===== src/rtl/i2c_fifo_pkg.sv =====
package i2c_fifo_pkg;
   localparam int FLAG_W       = 7;
   localparam int FLG_TX_EMPTY = 0;
   localparam int FLG_TX_NEMPT = 1;
   localparam int FLG_TX_FULL  = 2;
   localparam int FLG_TX_OVR   = 3;
   localparam int FLG_RX_EMPTY = 4;
   localparam int FLG_RX_NFULL = 5;
   localparam int FLG_RX_FULL  = 6;
   localparam int DIR_TX = 0;
   localparam int DIR_RX = 1;
   localparam int N_DIR  = 2;
endpackage


===== src/rtl/i2c_thr_reg.sv =====
module i2c_thr_reg #(
   parameter int THR_W = 3,
   parameter int MAXV  = 7,
   parameter int RSTV  = 1
) (
   input  logic             clk,
   input  logic             rst_n,
   input  logic             we,
   input  logic [7:0]       wdata,
   output logic [THR_W-1:0] thr
);
   logic [THR_W-1:0] clamped;

   always_comb begin
      if (int'(wdata) > MAXV) clamped = THR_W'(MAXV);
      else                    clamped = wdata[THR_W-1:0];
   end

   always_ff @(posedge clk or negedge rst_n) begin
      if (!rst_n)  thr <= THR_W'(RSTV);
      else if (we) thr <= clamped;
   end

   assert_thr_bound_R10: assert property (@(posedge clk) disable iff (!rst_n)
      int'(thr) <= MAXV);
   assert_thr_write_R10: assert property (@(posedge clk) disable iff (!rst_n)
      we && int'(wdata) > MAXV |=> int'(thr) == MAXV);
endmodule


===== src/rtl/i2c_fifo_buf.sv =====
module i2c_fifo_buf #(
   parameter int DEPTH  = 16,
   parameter int DATA_W = 8,
   parameter int LVL_W  = $clog2(DEPTH + 1)
) (
   input  logic              clk,
   input  logic              rst_n,
   input  logic              push,
   input  logic [DATA_W-1:0] push_data,
   input  logic              pop,
   output logic [DATA_W-1:0] pop_data,
   input  logic              flush_req,
   output logic              busy,
   output logic [LVL_W-1:0]  level,
   output logic              empty,
   output logic              full,
   output logic              push_drop
);
   localparam int PTR_W = $clog2(DEPTH);

   logic [DATA_W-1:0] mem_q [DEPTH];
   logic [PTR_W-1:0]  wr_ptr, rd_ptr;
   logic [LVL_W-1:0]  level_q;
   logic              busy_q;
   logic              gated, do_push, do_pop, drain, do_adv;

   assign empty    = (level_q == '0);
   assign full     = (level_q == LVL_W'(DEPTH));
   assign gated    = busy_q | flush_req;
   assign do_push  = push & ~gated & ~full;
   assign do_pop   = pop & ~gated & ~empty;
   assign drain    = busy_q & ~empty;
   assign do_adv   = do_pop | drain;
   assign push_drop = push & ~gated & full;
   assign pop_data = empty ? '0 : mem_q[rd_ptr];
   assign level    = level_q;
   assign busy     = busy_q;

   always_ff @(posedge clk) begin
      if (do_push) mem_q[wr_ptr] <= push_data;
   end

   always_ff @(posedge clk or negedge rst_n) begin
      if (!rst_n) begin
         wr_ptr  <= '0;
         rd_ptr  <= '0;
         level_q <= '0;
         busy_q  <= 1'b0;
      end else begin
         if (do_push) wr_ptr <= wr_ptr + 1'b1;
         if (do_adv)  rd_ptr <= rd_ptr + 1'b1;
         level_q <= level_q + LVL_W'(do_push) - LVL_W'(do_adv);
         busy_q  <= flush_req | (busy_q & ~empty);
      end
   end

   assert_level_bound_R5: assert property (@(posedge clk) disable iff (!rst_n)
      int'(level_q) <= DEPTH);
   assert_full_push_dropped_R5: assert property (@(posedge clk) disable iff (!rst_n)
      push && full && !pop && !gated |=> level_q == $past(level_q));
   assert_empty_pop_R7: assert property (@(posedge clk) disable iff (!rst_n)
      pop && empty && !push |=> level_q == '0);
   assert_flush_start_R8: assert property (@(posedge clk) disable iff (!rst_n)
      flush_req |=> busy_q);
   assert_flush_done_empty_R8: assert property (@(posedge clk) disable iff (!rst_n)
      $fell(busy_q) |-> level_q == '0);
   assert_flush_blocks_R9: assert property (@(posedge clk) disable iff (!rst_n)
      busy_q |=> level_q <= $past(level_q));
   assert_push_pop_level_R11: assert property (@(posedge clk) disable iff (!rst_n)
      push && pop && !empty && !full && !gated |=> level_q == $past(level_q));
endmodule


===== src/rtl/i2c_fifo_pair.sv =====
module i2c_fifo_pair
   import i2c_fifo_pkg::*;
#(
   parameter int DEPTH  = 16,
   parameter int DATA_W = 8,
   parameter int TX_THR_RST = 1,
   parameter int RX_THR_RST = 8
) (
   input  logic                         clk,
   input  logic                         rst_n,
   input  logic                         host_tx_push,
   input  logic [DATA_W-1:0]            host_tx_data,
   input  logic                         eng_tx_pop,
   output logic [DATA_W-1:0]            eng_tx_data,
   input  logic                         eng_rx_push,
   input  logic [DATA_W-1:0]            eng_rx_data,
   input  logic                         host_rx_pop,
   output logic [DATA_W-1:0]            host_rx_data,
   input  logic                         thr_tx_we,
   input  logic                         thr_rx_we,
   input  logic [7:0]                   thr_wdata,
   output logic [7:0]                   tx_thr_q,
   output logic [7:0]                   rx_thr_q,
   input  logic                         flush_tx_req,
   input  logic                         flush_rx_req,
   output logic                         flush_tx_busy,
   output logic                         flush_rx_busy,
   output logic [$clog2(DEPTH+1)-1:0]   tx_level,
   output logic [$clog2(DEPTH+1)-1:0]   rx_level,
   output logic [FLAG_W-1:0]            raw_flags
);
   localparam int LVL_W   = $clog2(DEPTH + 1);
   localparam int THR_MAX = DEPTH / 2 - 1;
   localparam int THR_W   = $clog2(DEPTH / 2);
   localparam int TX_RST  = (TX_THR_RST > THR_MAX) ? THR_MAX : TX_THR_RST;
   localparam int RX_RST  = (RX_THR_RST > THR_MAX) ? THR_MAX : RX_THR_RST;

   generate
      if (DEPTH != 16 && DEPTH != 32) begin : g_bad_depth
         $error("i2c_fifo_pair: DEPTH must be 16 or 32");
      end
      if (DATA_W < 1) begin : g_bad_width
         $error("i2c_fifo_pair: DATA_W must be positive");
      end
   endgenerate

   logic              push_v  [N_DIR];
   logic [DATA_W-1:0] wdat_v  [N_DIR];
   logic              pop_v   [N_DIR];
   logic [DATA_W-1:0] rdat_v  [N_DIR];
   logic              flush_v [N_DIR];
   logic              busy_v  [N_DIR];
   logic [LVL_W-1:0]  lvl_v   [N_DIR];
   logic              empty_v [N_DIR];
   logic              full_v  [N_DIR];
   logic              drop_v  [N_DIR];

   assign push_v[DIR_TX]  = host_tx_push;
   assign wdat_v[DIR_TX]  = host_tx_data;
   assign pop_v[DIR_TX]   = eng_tx_pop;
   assign flush_v[DIR_TX] = flush_tx_req;
   assign push_v[DIR_RX]  = eng_rx_push;
   assign wdat_v[DIR_RX]  = eng_rx_data;
   assign pop_v[DIR_RX]   = host_rx_pop;
   assign flush_v[DIR_RX] = flush_rx_req;

   for (genvar d = 0; d < N_DIR; d++) begin : g_dir
      i2c_fifo_buf #(.DEPTH(DEPTH), .DATA_W(DATA_W), .LVL_W(LVL_W)) u_buf (
         .clk       (clk),
         .rst_n     (rst_n),
         .push      (push_v[d]),
         .push_data (wdat_v[d]),
         .pop       (pop_v[d]),
         .pop_data  (rdat_v[d]),
         .flush_req (flush_v[d]),
         .busy      (busy_v[d]),
         .level     (lvl_v[d]),
         .empty     (empty_v[d]),
         .full      (full_v[d]),
         .push_drop (drop_v[d])
      );
   end

   logic [THR_W-1:0] tx_thr, rx_thr;

   i2c_thr_reg #(.THR_W(THR_W), .MAXV(THR_MAX), .RSTV(TX_RST)) u_tx_thr (
      .clk(clk), .rst_n(rst_n), .we(thr_tx_we), .wdata(thr_wdata), .thr(tx_thr));
   i2c_thr_reg #(.THR_W(THR_W), .MAXV(THR_MAX), .RSTV(RX_RST)) u_rx_thr (
      .clk(clk), .rst_n(rst_n), .we(thr_rx_we), .wdata(thr_wdata), .thr(rx_thr));

   logic ovr_q;
   always_ff @(posedge clk or negedge rst_n) begin
      if (!rst_n)                 ovr_q <= 1'b0;
      else if (flush_tx_req)      ovr_q <= 1'b0;
      else if (drop_v[DIR_TX])    ovr_q <= 1'b1;
   end

   assign eng_tx_data   = rdat_v[DIR_TX];
   assign host_rx_data  = rdat_v[DIR_RX];
   assign flush_tx_busy = busy_v[DIR_TX];
   assign flush_rx_busy = busy_v[DIR_RX];
   assign tx_level      = lvl_v[DIR_TX];
   assign rx_level      = lvl_v[DIR_RX];
   assign tx_thr_q      = 8'(tx_thr);
   assign rx_thr_q      = 8'(rx_thr);

   always_comb begin
      raw_flags               = '0;
      raw_flags[FLG_TX_EMPTY] = empty_v[DIR_TX];
      raw_flags[FLG_TX_NEMPT] = lvl_v[DIR_TX] <= LVL_W'(tx_thr);
      raw_flags[FLG_TX_FULL]  = full_v[DIR_TX];
      raw_flags[FLG_TX_OVR]   = ovr_q;
      raw_flags[FLG_RX_EMPTY] = empty_v[DIR_RX];
      raw_flags[FLG_RX_NFULL] = lvl_v[DIR_RX] >= LVL_W'(rx_thr);
      raw_flags[FLG_RX_FULL]  = full_v[DIR_RX];
   end

   assert_overrun_set_R6: assert property (@(posedge clk) disable iff (!rst_n)
      drop_v[DIR_TX] |=> raw_flags[FLG_TX_OVR]);
   assert_overrun_clear_R6: assert property (@(posedge clk) disable iff (!rst_n)
      flush_tx_req |=> !raw_flags[FLG_TX_OVR]);
   assert_overrun_sticky_R6: assert property (@(posedge clk) disable iff (!rst_n)
      raw_flags[FLG_TX_OVR] && !flush_tx_req |=> raw_flags[FLG_TX_OVR]);
   assert_flag_excl_R2: assert property (@(posedge clk) disable iff (!rst_n)
      !(raw_flags[FLG_TX_EMPTY] && raw_flags[FLG_TX_FULL]) &&
      !(raw_flags[FLG_RX_EMPTY] && raw_flags[FLG_RX_FULL]));
endmodule


===== config.mk =====
export PLATFORM = sky130hd
export DESIGN_NAME = i2c_fifo_pair
export DESIGN_NICKNAME = d
export VERILOG_FILES = /design/src/rtl/i2c_fifo_pkg.sv /design/src/rtl/i2c_thr_reg.sv /design/src/rtl/i2c_fifo_buf.sv /design/src/rtl/i2c_fifo_pair.sv
export SDC_FILE = /design/constraint.sdc
export NUM_CORES = 1
export LEC_CHECK = 0
export BUFFER_PORTS_ARGS = -buffer_cell sky130_fd_sc_hd__buf_2
export CAP_MARGIN = 20
export CORE_ASPECT_RATIO = 1.2
export CORE_MARGIN = 2
export CORE_UTILIZATION = 35
export DETAILED_ROUTE_END_ITERATION = 7
export PLACE_DENSITY_LB_ADDON = 0.12
export SYNTH_ARGS = -nofsm -noshare
export SYNTH_HDL_FRONTEND = slang
export SYNTH_HIERARCHICAL = 1
export SYNTH_SLANG_ARGS = --single-unit

===== constraint.sdc =====
create_clock -name clk -period 3.3 [get_ports clk]
set_clock_uncertainty 0.1 [all_clocks]
set_input_delay 0.495 -clock clk [delete_from_list [all_inputs] [get_ports clk]]
set_output_delay 0.495 -clock clk [all_outputs]
set_load 0.02 [all_outputs]

# Yosys cells after proc, flatten, opt, wreduce, memory -nomap -nowiden
# Memory sizes are Yosys's and may differ from the RTL's.
# Index checks and enable logic that the tools add are counted.
dict set report totals {
  out_inout_bits 51
  memories 2
  wordCells 61
  mem_bits_rw 256
  ff_bits 35
}
dict set report op_classes {
  n_reduce_logical 3
  eq_ne 2
  bitwise 23
  add_sub_neg 8
  muxes 9
  magnitude_cmp 3
}
# memory depth width read_ports rd_ports_with_merged_regs write_ports line
set mem_list {}
lappend mem_list {{g_dir[0].u_buf.mem_q} 16 8 1 0 1 i2c_fifo_buf.sv:21} ;# logic [DATA_W-1:0] mem_q [DEPTH];
lappend mem_list {{g_dir[1].u_buf.mem_q} 16 8 1 0 1 i2c_fifo_buf.sv:21}
# operator count
set ops {}
lappend ops {{$add A4 B1 Y4 const B} 4}
lappend ops {{$mux W8} 2}
lappend ops {{$and A1 B1 Y1} 11}
lappend ops {{$add A5 B1 Y5} 2}
lappend ops {{$eq A5 B5 Y1 const B} 2}
lappend ops {{$logic_not A5 Y1} 2}
lappend ops {{$sub A5 B1 Y5} 2}
lappend ops {{$gt A8 B3 Y1 const B} 1}
lappend ops {{$mux W1} 6}
lappend ops {{$not A1 Y1} 6}
lappend ops {{$or A1 B1 Y1} 6}
lappend ops {{$ge A5 B3 Y1} 1}
lappend ops {{$le A5 B3 Y1} 1}
lappend ops {{$mux W3} 1}
lappend ops {{$reduce_bool A2 Y1} 1}

# Longest topological paths before layout
# Gate-level depths: netlist of the first run.
dict set report logic_depth {
  depth_word 6
  depth_mapped 14
  ltp_nobuf 14
}

# Hierarchy
# Netlist of the first run, hierarchy kept.
# module cells_each seq_area_each_um2 n_inst area_per_inst_um2
set modules_own_cells {}
lappend modules_own_cells {{i2c_fifo_buf (g_dir[0].u_buf)} 297 4194.0 1 5904.4}
lappend modules_own_cells {{i2c_fifo_buf (g_dir[1].u_buf)} 288 4194.0 1 5829.3}
lappend modules_own_cells {i2c_fifo_pair 37 25.0 1 276.5}
lappend modules_own_cells {{i2c_thr_reg (u_rx_thr)} 13 78.8 1 141.4}
lappend modules_own_cells {{i2c_thr_reg (u_tx_thr)} 13 76.3 1 138.9}

# Least setup slack after synthesis of the first run
# OpenSTA, ideal clock, no wires.
dict set report synth_timing {
  path_kind {flip-flop to flip-flop}
  start {register g_dir[1].u_buf.level_q[2]}
  end {register g_dir[1].u_buf.level_q[4]}
  required_time_ns 3.076
  path_stages_with_launch 13
  arrival_time_ns 2.611
  setup_slack_ns 0.464
  setup_ns 0.124
  path_cell_list {dfrtp_1 inv_1 ha_1 or4b_1 o21ai_2 inv_1 ha_1 inv_1 ha_1 fa_1 a21oi_1 o21bai_1 xnor2_1}
}
dict set report synth_via {
  elab_chain_cells 5
  word_cells_on_any_way 10
}
# element line
set synth_lines {}
lappend synth_lines {{from (decl)} i2c_fifo_buf.sv:23} ;# logic [LVL_W-1:0] level_q;
lappend synth_lines {{from (signal assigned)} i2c_fifo_buf.sv:52} ;# level_q <= level_q + LVL_W'(do_push) - LVL_W'(do_adv);
lappend synth_lines {{$eq A5 B5 Y1 or $logic_not A5 Y1 (tied branches)} {i2c_fifo_buf.sv:28, i2c_fifo_buf.sv:27}}
lappend synth_lines {{$not A1 Y1, on equally long branches} {i2c_fifo_buf.sv:30, i2c_fifo_buf.sv:31, i2c_fifo_buf.sv:32}}
lappend synth_lines {{$and A1 B1 Y1, on equally long branches} {i2c_fifo_buf.sv:30, i2c_fifo_buf.sv:31, i2c_fifo_buf.sv:32}}
lappend synth_lines {{$add A5 B1 Y5 or $or A1 B1 Y1 (tied branches)} {i2c_fifo_buf.sv:52, i2c_fifo_buf.sv:33}}
lappend synth_lines {{$sub A5 B1 Y5 *} i2c_fifo_buf.sv:52}
# Mark *: on every way between the ends. The rest lies on a longest branch, timed or not.
# A chain may end at the register's enable or synchronous reset.

# Worst setup path in the final report of the first run
dict set report layout_timing {
  start {register g_dir[0].u_buf.rd_ptr[0]}
  end {output port eng_tx_data[2]}
}
dict set report layout_via {
  elab_chain_cells 2
}
# element line
set layout_lines {}
lappend layout_lines {{from (decl)} i2c_fifo_buf.sv:22} ;# logic [PTR_W-1:0] wr_ptr, rd_ptr;
lappend layout_lines {{from (signal assigned)} i2c_fifo_buf.sv:51} ;# if (do_adv) rd_ptr <= rd_ptr + 1'b1;
lappend layout_lines {{$mem_v2 Z16 W8} n/a}
lappend layout_lines {{$mux W8} i2c_fifo_buf.sv:35} ;# assign pop_data = empty ? '0 : mem_q[rd_ptr];
lappend layout_lines {{to (decl)} i2c_fifo_pair.sv:14} ;# output logic [DATA_W-1:0] eng_tx_data,
# Every way passes these cells.

==> flow_metrics.env, run 1 <==
export IMPL_violations="hold timing"
export IMPL_crit_type="reg -> out"
export IMPL_wire_per_inst_microns=20.64
export IMPL_netlist_area_sq_mm=0.01228
export IMPL_vias=6036
export IMPL_total_power_w=0.01181
export IMPL_critical_path_required_ns=2.70
export IMPL_arrival_ns=2.51
export IMPL_final_cell_mix="256 x edfxtp_1, 74 x buf_2, 37 x mux4_2, 34 x clkbuf_16, 30 x inv_1"
export IMPL_avgSynthCellArea_sq_um=19.01
export IMPL_slew_violations=0
export IMPL_status="finished with violations"
export IMPL_cts_sinks=291
export IMPL_fin_setup_tns_ns=0
export IMPL_grt_ovfl_total=0
export IMPL_row_count=75
export IMPL_post_cts_buffers=0
export IMPL_rsz0062_at_grt="false"
export IMPL_fin_crit_sh_pct=94.20
export IMPL_cap_viol_max_count=0
export IMPL_final_hold_viol_count=1
export IMPL_drt_wl_total_mm=25.52
export IMPL_hp_class="in -> async"
export IMPL_dieHeight_microns=209.2
export IMPL_leakagePower_nw=5.059
export IMPL_final_common_cell="edfxtp_1"
export IMPL_cp_max_fo=25
export IMPL_seq_area_sq_mm=0.008574
export IMPL_antennaDiodeCount=0
export IMPL_root_buffer="clkbuf_16"
export IMPL_hold_buffers=0
export IMPL_final_nets=813
export IMPL_port_buffers=74
export IMPL_die_w_microns=175.0
export IMPL_clockBufferDepth=3
export IMPL_startpoint_type="flip-flop"
export IMPL_fin_crit_ns=3.109
export IMPL_dpl_hpwl_mm=17.22
export IMPL_syn_inst=646
export IMPL_cts_clk_slew_worst_paths_ns=0.06
export IMPL_ir_worst_vdd_mv=0.4704
export IMPL_fmax_mhz=321.7
export IMPL_drtAntennaViolNets=0
export IMPL_dr_pass1_iters=4
export IMPL_antenna_found_initial=0
export IMPL_worst_slew_pin_slew_ns=0.8263
export IMPL_coreArea_sq_mm=0.03481
export IMPL_cts_htree_levels=2
export IMPL_die_area_sq_mm=0.03661
export IMPL_power_density_mw_per_mm2=826.5
export IMPL_clock_latency_ns=0.51
export IMPL_numCtsBuffers=34
export IMPL_area_growth_pct=16.31
export IMPL_final_layout_size_suffix_gt1_share_pct=26.49
export IMPL_drc_errors=0
export IMPL_num_fill_cells=3130
export IMPL_crit_path_end_kind="output pin"
export IMPL_grt_pass1_wl_mm=39.19
export IMPL_grt_pass1_vias=6481
export IMPL_whs_ns=-0.007089
export IMPL_drtIter0Drc=298
export IMPL_setup_viol=0
export IMPL_grt_max_degree=36
export IMPL_initial_core_util_pct=35.28
export IMPL_viasPerCell=4.883
export IMPL_cts_tree="built"
export IMPL_gp_congestion=0.7767
export IMPL_max_slew_margin_pct=44.92
export IMPL_synth_warnings=6
export IMPL_track_usage_pct=14.27
export IMPL_io_pins=85
export IMPL_multiInputGateArea_sq_mm=0.003324
-- state kept, by name, indices dropped and copies added, names as in the netlist --
register            cells
u_rx_thr/thr            3
g_dir.u_buf/mem_q     256
ovr_q                   1
g_dir.u_buf/wr_ptr      8
g_dir.u_buf/level      10
g_dir.u_buf/rd_ptr      8
u_tx_thr/thr            3
g_dir.u_buf/busy        2
-- worst paths after layout --
path	endpoint	startpoint	cells after the start	slack [ns]
setup / recovery	eng_tx_data[2]	g_dir[0].u_buf/rd_ptr[0]	6	0.19
hold / removal	u_tx_thr/thr[1]	rst_n	1	-0.007
setup reg to reg	g_dir[1].u_buf/level[4]	g_dir[1].u_buf/level[2]	12	0.34
hold reg to reg	ovr_q	ovr_q	2	0.39
max in group asynchronous	g_dir[1].u_buf/rd_ptr[0]	rst_n	1	2.48
min in group clk	ovr_q	flush_tx_req	2	0.08
-- worst max-delay path: stages, from the launching register on --
cell and delay (ns):
dfrtp_2 0.40, buf_12 0.23, mux4_1 0.58, and2b_1 0.19, a211oi_2 0.25, a211oi_1 0.13
buf_2 0.23
-- layout make-up --
type,instances,share of cell area (%)
repair buffers,99,4.169
clock buffers,40,6.113
clock inverters,21,1.541
well taps,462,4.046
flip-flops and latches,291,60.02
inverters,32,0.8408
multi-input cells,291,23.27
-- where the power goes --
| group | total, W | internal [W] | switching (W) |
|---|---|---|---|
| sequential | 0.00458 | 0.00419 | 0.000385 |
| combinational | 0.00357 | 0.00166 | 0.00190 |
| clock | 0.00366 | 0.00221 | 0.00145 |
| total | 0.0118 | 0.00807 | 0.00374 |
-- what timing repair did --
item / 4_1_cts / 5_1_grt
setup endpoints to repair: 0 / 4
gates resized for setup: 0 / 3
endpoints found under the hold margin: 0 / 0
-- through the flow --
stage | setup slack (ns) | utilization (%) | cells | area (sq um)
5_1_grt | 0.02611 | 41.04 | 1236 | 14290
3_5_place_dp | 0.3276 | 37.87 | 1175 | 13180
2_1_floorplan | 0.4645 | - | 655 | 12320
6_report | 0.1913 | 41.04 | 1236 | 14290
3_3_place_gp | 0.4064 | 37.87 | 1175 | 13180
4_1_cts | 0.02225 | 41.01 | 1236 | 14280
-- per-layer routing --
metal  track usage [%]  routed length, microns  vias to the layer above  part of all wire (%)
met2             25.88                   13730                      112                    54
met4             4.626                     527                        0                   2.1
met1             16.96                   10270                     3124                    40
li1                  -                       -                     2766                     -
met5                 0                       0                        -                     0
met3             2.802                     992                       34                   3.9
(Power assumes the default switching activity.)
==> run 2: changes to the inputs <==
--- a/config.mk
+++ b/config.mk
@@ -12,6 +12,7 @@
 export CORE_UTILIZATION = 35
 export DETAILED_ROUTE_END_ITERATION = 7
 export PLACE_DENSITY_LB_ADDON = 0.12
+export RECOVER_POWER = 50
 export SYNTH_ARGS = -nofsm -noshare
 export SYNTH_HDL_FRONTEND = slang
 export SYNTH_HIERARCHICAL = 1
==> flow_metrics.env, run 2 (synthesis gave the netlist of run 1 again) <==
export IMPL_area_growth_pct=15.85
export IMPL_final_common_cell="edfxtp_1"
export IMPL_dieHeight_microns=209.2
export IMPL_holdPathEnd="ovr_q"
export IMPL_cts_sinks=291
export IMPL_drtAntennaViolNets=0
export IMPL_grt_ovfl_total=0
export IMPL_die_w_microns=175.0
export IMPL_drc_errors=0
export IMPL_antennaDiodeCount=0
export IMPL_hp_class="in -> reg"
export IMPL_rr_startpoint="g_dir[1].u_buf/level[2]"
export IMPL_status="finished with violations"
export IMPL_violations="capacitance limit, slew limit"
export IMPL_seq_area_sq_mm=0.008574
export IMPL_die_area_sq_mm=0.03661
export IMPL_vias=6069
export IMPL_dpl_hpwl_mm=17.22
export IMPL_power_density_mw_per_mm2=828.6
export IMPL_drtIter0Drc=297
export IMPL_numCtsBuffers=34
export IMPL_post_cts_buffers=0
export IMPL_cts_tree="built"
export IMPL_arrival_ns=2.52
export IMPL_cts_clk_slew_worst_paths_ns=0.06
export IMPL_startpoint_type="flip-flop"
export IMPL_clock_latency_ns=0.51
export IMPL_multiInputGateArea_sq_mm=0.003303
export IMPL_r2r_cells=12
export IMPL_cts_htree_levels=2
export IMPL_rrSetupSlack_ns=0.33
export IMPL_hp_start="flush_tx_req"
export IMPL_regMostFlops="g_dir.u_buf/mem_q"
export IMPL_viasPerCell=4.910
export IMPL_hold_path_depth=2
export IMPL_critical_path_required_ns=2.70
export IMPL_track_usage_pct=14.27
export IMPL_dr_pass1_iters=4
export IMPL_crit_type="reg -> out"
export IMPL_root_buffer="clkbuf_16"
export IMPL_total_power_w=0.01179
export IMPL_largest_reg_flops=256
export IMPL_grt_max_degree=36
export IMPL_ir_worst_vdd_mv=0.4699
export IMPL_clockBufferDepth=3
export IMPL_fin_ws_ns=0.1893
export IMPL_final_hold_viol_count=0
export IMPL_final_layout_size_suffix_gt1_share_pct=22.48
export IMPL_worst_slew_pin_slew_ns=1.992
export IMPL_final_cell_mix="256 x edfxtp_1, 49 x buf_2, 37 x mux4_2, 34 x clkbuf_16, 32 x clkbuf_1"
export IMPL_dp_slack_ns=0.3276
export IMPL_drt_wl_total_mm=25.57
export IMPL_cap_viol_max_count=1
export IMPL_num_fill_cells=3143
export IMPL_antenna_found_initial=0
export IMPL_gp_congestion=0.7767
export IMPL_fmax_mhz=321.5
export IMPL_crit_path_end_kind="output pin"
export IMPL_initial_core_util_pct=35.28
export IMPL_grt_pass1_wl_mm=39.19
export IMPL_cp_max_fo=25
export IMPL_row_count=75
export IMPL_io_pins=85
export IMPL_hold_buffers=0
export IMPL_slew_violations=36
export IMPL_leakagePower_nw=4.983
export IMPL_grt_pass1_vias=6481
export IMPL_r2r_end="g_dir[1].u_buf/level[4]"
export IMPL_rsz0062_at_grt="false"
export IMPL_setup_viol=0
export IMPL_final_nets=813
export IMPL_fin_crit_sh_pct=94.26
export IMPL_coreArea_sq_mm=0.03481
export IMPL_max_slew_margin_pct=-32.81
export IMPL_fin_crit_ns=3.111
export IMPL_wire_per_inst_microns=20.69
export IMPL_port_buffers=74
export IMPL_fin_setup_tns_ns=0
## run 2: worst max path at each step
stage	startpoint	end	slack [ns]	cells after the start
after floorplan	g_dir[1].u_buf/level[2]	g_dir[1].u_buf/level[4]	0.46	12
after CTS	g_dir[0].u_buf/rd_ptr[0]	eng_tx_data[2]	0.02	6
final	g_dir[0].u_buf/rd_ptr[0]	eng_tx_data[2]	0.19	6
after detailed placement	g_dir[1].u_buf/level[2]	g_dir[1].u_buf/level[4]	0.33	12
after global placement	flush_rx_req	g_dir[1].u_buf/level[4]	0.41	11
after global routing	g_dir[0].u_buf/rd_ptr[1]	eng_tx_data[4]	0.03	5
## run 2: what timing repair did
item | in CTS | in global routing
gates resized for setup | 0 | 3
setup endpoints to repair | 0 | 4
endpoints found under the hold margin | 0 | 0
## run 2: worst max-delay path, cell delays in order, from the launching register on
cell,delay [ns]
dfrtp_2,0.40
buf_12,0.23
mux4_1,0.58
and2b_1,0.19
a211oi_2,0.26
a211oi_1,0.13
buf_2,0.23
## run 2: report_power, final
group          switching [W]  total [W]  internal, W
combinational        0.00190    0.00355      0.00165
sequential          0.000387    0.00458      0.00419
clock                0.00145    0.00366      0.00221
total                0.00373     0.0118      0.00806
## run 2: metrics by stage
| stage | area, sq um | instances | util [%] | hold WS (ns) |
|---|---|---|---|---|
| 5_1_grt | 14230 | 1236 | 40.87 | 0.06671 |
| 3_5_place_dp | 13180 | 1175 | 37.87 | 0.3800 |
| 4_1_cts | 14280 | 1236 | 41.01 | 0.003113 |
| 6_report | 14230 | 1236 | 40.87 | 0.08469 |
| 3_3_place_gp | 13180 | 1175 | 37.87 | 0.3836 |
| 2_1_floorplan | 12320 | 655 | - | 0.09941 |
## run 2: routing by layer
metal  global-route usage, %  share of wire, %  vias to the layer above
li1                        -                 -                     2769
met1                   16.96                40                     3145
met2                   25.88                54                      117
met3                   2.802               4.0                       38
met4                   4.626               2.3                        0
met5                       0                 0                        -
## run 2: cell type report
cell class / count / area share, %
clock buffers: 40 / 6.137
clock inverters: 21 / 1.548
inverters: 32 / 0.8441
flip-flops and latches: 291 / 60.26
repair buffers: 99 / 3.939
multi-input cells: 291 / 23.21
well taps: 462 / 4.062
==> run 3: changes to the inputs <==
--- a/config.mk
+++ b/config.mk
@@ -7,7 +7,6 @@
 export LEC_CHECK = 0
 export BUFFER_PORTS_ARGS = -buffer_cell sky130_fd_sc_hd__buf_2
 export CAP_MARGIN = 20
-export CORE_ASPECT_RATIO = 1.2
 export CORE_MARGIN = 2
 export CORE_UTILIZATION = 35
 export DETAILED_ROUTE_END_ITERATION = 7
==> flow_metrics.env, run 3 (synthesis gave the netlist of run 1 again) <==
export IMPL_crit_slowest_cell="mux4_1"
export IMPL_crit_type="reg -> out"
export IMPL_row_count=68
export IMPL_regMostFlops="g_dir.u_buf/mem_q"
export IMPL_grt_pass1_vias=6573
export IMPL_clockBufferDepth=3
export IMPL_fin_crit_ns=3.164
export IMPL_worst_slew_pin_slew_ns=2.049
export IMPL_power_density_mw_per_mm2=828.1
export IMPL_slew_violations=36
export IMPL_total_power_w=0.01177
export IMPL_status="finished with violations"
export IMPL_dpl_hpwl_mm=17.39
export IMPL_dr_pass1_iters=4
export IMPL_gp_congestion=0.7612
export IMPL_setup_viol=0
export IMPL_fmax_mhz=316.0
export IMPL_stdcell_count=1232
export IMPL_drt_wl_total_mm=26.31
export IMPL_rrSetupSlack_ns=0.27
export IMPL_drtAntennaViolNets=0
export IMPL_r2r_cells=14
export IMPL_startpoint="g_dir[1].u_buf/rd_ptr[0]"
export IMPL_power_switching_w=0.003748
export IMPL_antennaDiodeCount=0
export IMPL_vias=6152
export IMPL_dieHeight_microns=191.3
export IMPL_p_seq_share_pct=38.5
export IMPL_grt_ovfl_total=0
export IMPL_cp_max_fo=14
export IMPL_path_cells="buf_12 > mux4_1 > a22oi_1 > a21oi_1 > buf_2"
export IMPL_coreArea_sq_mm=0.03454
export IMPL_seq_area_sq_mm=0.008573
export IMPL_grt_pass1_wl_mm=39.87
export IMPL_final_nets=815
export IMPL_cts_htree_levels=2
export IMPL_final_layout_size_suffix_gt1_share_pct=22.52
export IMPL_cp_endpoint="host_rx_data[4]"
export IMPL_crit_path_end_kind="output pin"
export IMPL_fin_setup_tns_ns=0
export IMPL_viasPerCell=4.994
export IMPL_critical_path_required_ns=2.70
export IMPL_worst_path_buf_inv=2
export IMPL_drtIter0Drc=362
export IMPL_placed_cell_area_sq_mm=0.01314
export IMPL_crit_family="multiplexers"
export IMPL_ir_worst_vdd_mv=0.4435
export IMPL_final_hold_viol_count=0
export IMPL_drc_errors=0
export IMPL_root_buffer="clkbuf_16"
export IMPL_area_growth_pct=15.67
export IMPL_cap_viol_max_count=1
export IMPL_startpoint_type="flip-flop"
export IMPL_io_pins=85
export IMPL_p_int_w=0.008017
export IMPL_num_fill_cells=3198
export IMPL_critical_path_max_stage_delay_ns=0.60
export IMPL_r2r_end="g_dir[0].u_buf/level[4]"
export IMPL_critical_path_depth=5
export IMPL_numCtsBuffers=35
export IMPL_cts_clk_slew_worst_paths_ns=0.06
export IMPL_track_usage_pct=14.65
export IMPL_rsz0062_at_grt="false"
export IMPL_fin_crit_sh_pct=95.88
export IMPL_hold_buffers=0
export IMPL_die_area_sq_mm=0.03661
export IMPL_multiInputGateArea_sq_mm=0.003291
export IMPL_hp_class="in -> reg"
export IMPL_max_slew_margin_pct=-36.63
export IMPL_combinationalPowerShare_pct=30.5
export IMPL_cts_tree="built"
export IMPL_leakagePower_nw=4.998
export IMPL_rr_startpoint="g_dir[0].u_buf/level[2]"
export IMPL_place_inst=1165
export IMPL_violations="capacitance limit, slew limit"
export IMPL_initial_core_util_pct=35.56
export IMPL_clkPwrFrac_pct=31.0
export IMPL_final_common_cell="edfxtp_1"
export IMPL_die_w_microns=191.3
export IMPL_largest_reg_flops=256
export IMPL_clock_latency_ns=0.51
export IMPL_final_cell_mix="256 x edfxtp_1, 50 x buf_2, 37 x mux4_2, 36 x clkbuf_16, 36 x clkbuf_1"
export IMPL_fin_area_sq_mm=0.01421
export IMPL_port_buffers=74
export IMPL_arrival_ns=2.57
export IMPL_grt_max_degree=36
export IMPL_antenna_found_initial=0
export IMPL_cts_sinks=291
export IMPL_wire_per_inst_microns=21.36
export IMPL_swShare_pct=31.85
run 3: cell types whose count changed in the layout (fill, tap and decap cells not counted), moves of 2 or more:
| cell | change |
|---|---|
| clkinv_1 | -5 |
| clkbuf_1 | +4 |
| clkinv_2 | +3 |
| buf_4 | +2 |
| bufinv_16 | -2 |
| clkbuf_16 | +2 |
| clkinvlp_4 | -2 |
run 3: power by group through the flow:
stage               Combinational [W]  Sequential, W  Clock, W
floorplan                     0.00269        0.00448         0
global placement              0.00358        0.00460         0
detailed placement            0.00361        0.00462         0
CTS                           0.00363        0.00454   0.00375
global route                  0.00391        0.00457   0.00390
finish                        0.00359        0.00453   0.00365
run 3: worst min-delay path by stage:
stage,start,to,slack (ns),cells past startpoint
after CTS,rst_n,g_dir[1].u_buf/busy,0.01,1
after floorplan,rst_n,g_dir[0].u_buf/busy,0.1,0
final,flush_tx_req,ovr_q,0.09,2
after global routing,flush_tx_req,ovr_q,0.08,2
after global placement,u_rx_thr/thr[1],u_rx_thr/thr[1],0.39,2
after detailed placement,u_rx_thr/thr[1],u_rx_thr/thr[1],0.40,2
run 3: layer usage:
layer	GRT usage, %	vias to the layer above	routed length (microns)
met3	2.552	49	1095
met4	4.704	0	691
met2	26.33	124	13850
met5	0	-	0
li1	-	2774	-
met1	17.84	3205	10670
run 3: per-stage QoR:
stage / setup slack, ns / hold WS (ns) / utilization, %
after floorplan: 0.4645 / 0.09941 / -
after global placement: 0.4347 / 0.3900 / 38.04
after detailed placement: 0.3350 / 0.3980 / 38.04
after CTS: 0.01824 / 0.01380 / 41.22
after global routing: 0.01315 / 0.08229 / 41.13
final: 0.1359 / 0.08949 / 41.13
run 3: timing repair:
action                                  in CTS  in global routing
endpoints found under the setup margin       0                  3
resized for setup                            0                  1
setup buffers                                0                  4
run 3: area by class of cell:
class / instances / share of cell area [%]
sequential: 291 / 60.34
multi-input combinational: 291 / 23.16
clock buffer: 48 / 6.728
tap: 455 / 4.007
timing repair buffer: 100 / 3.919
clock inverter: 15 / 0.9952
inverter: 32 / 0.8454
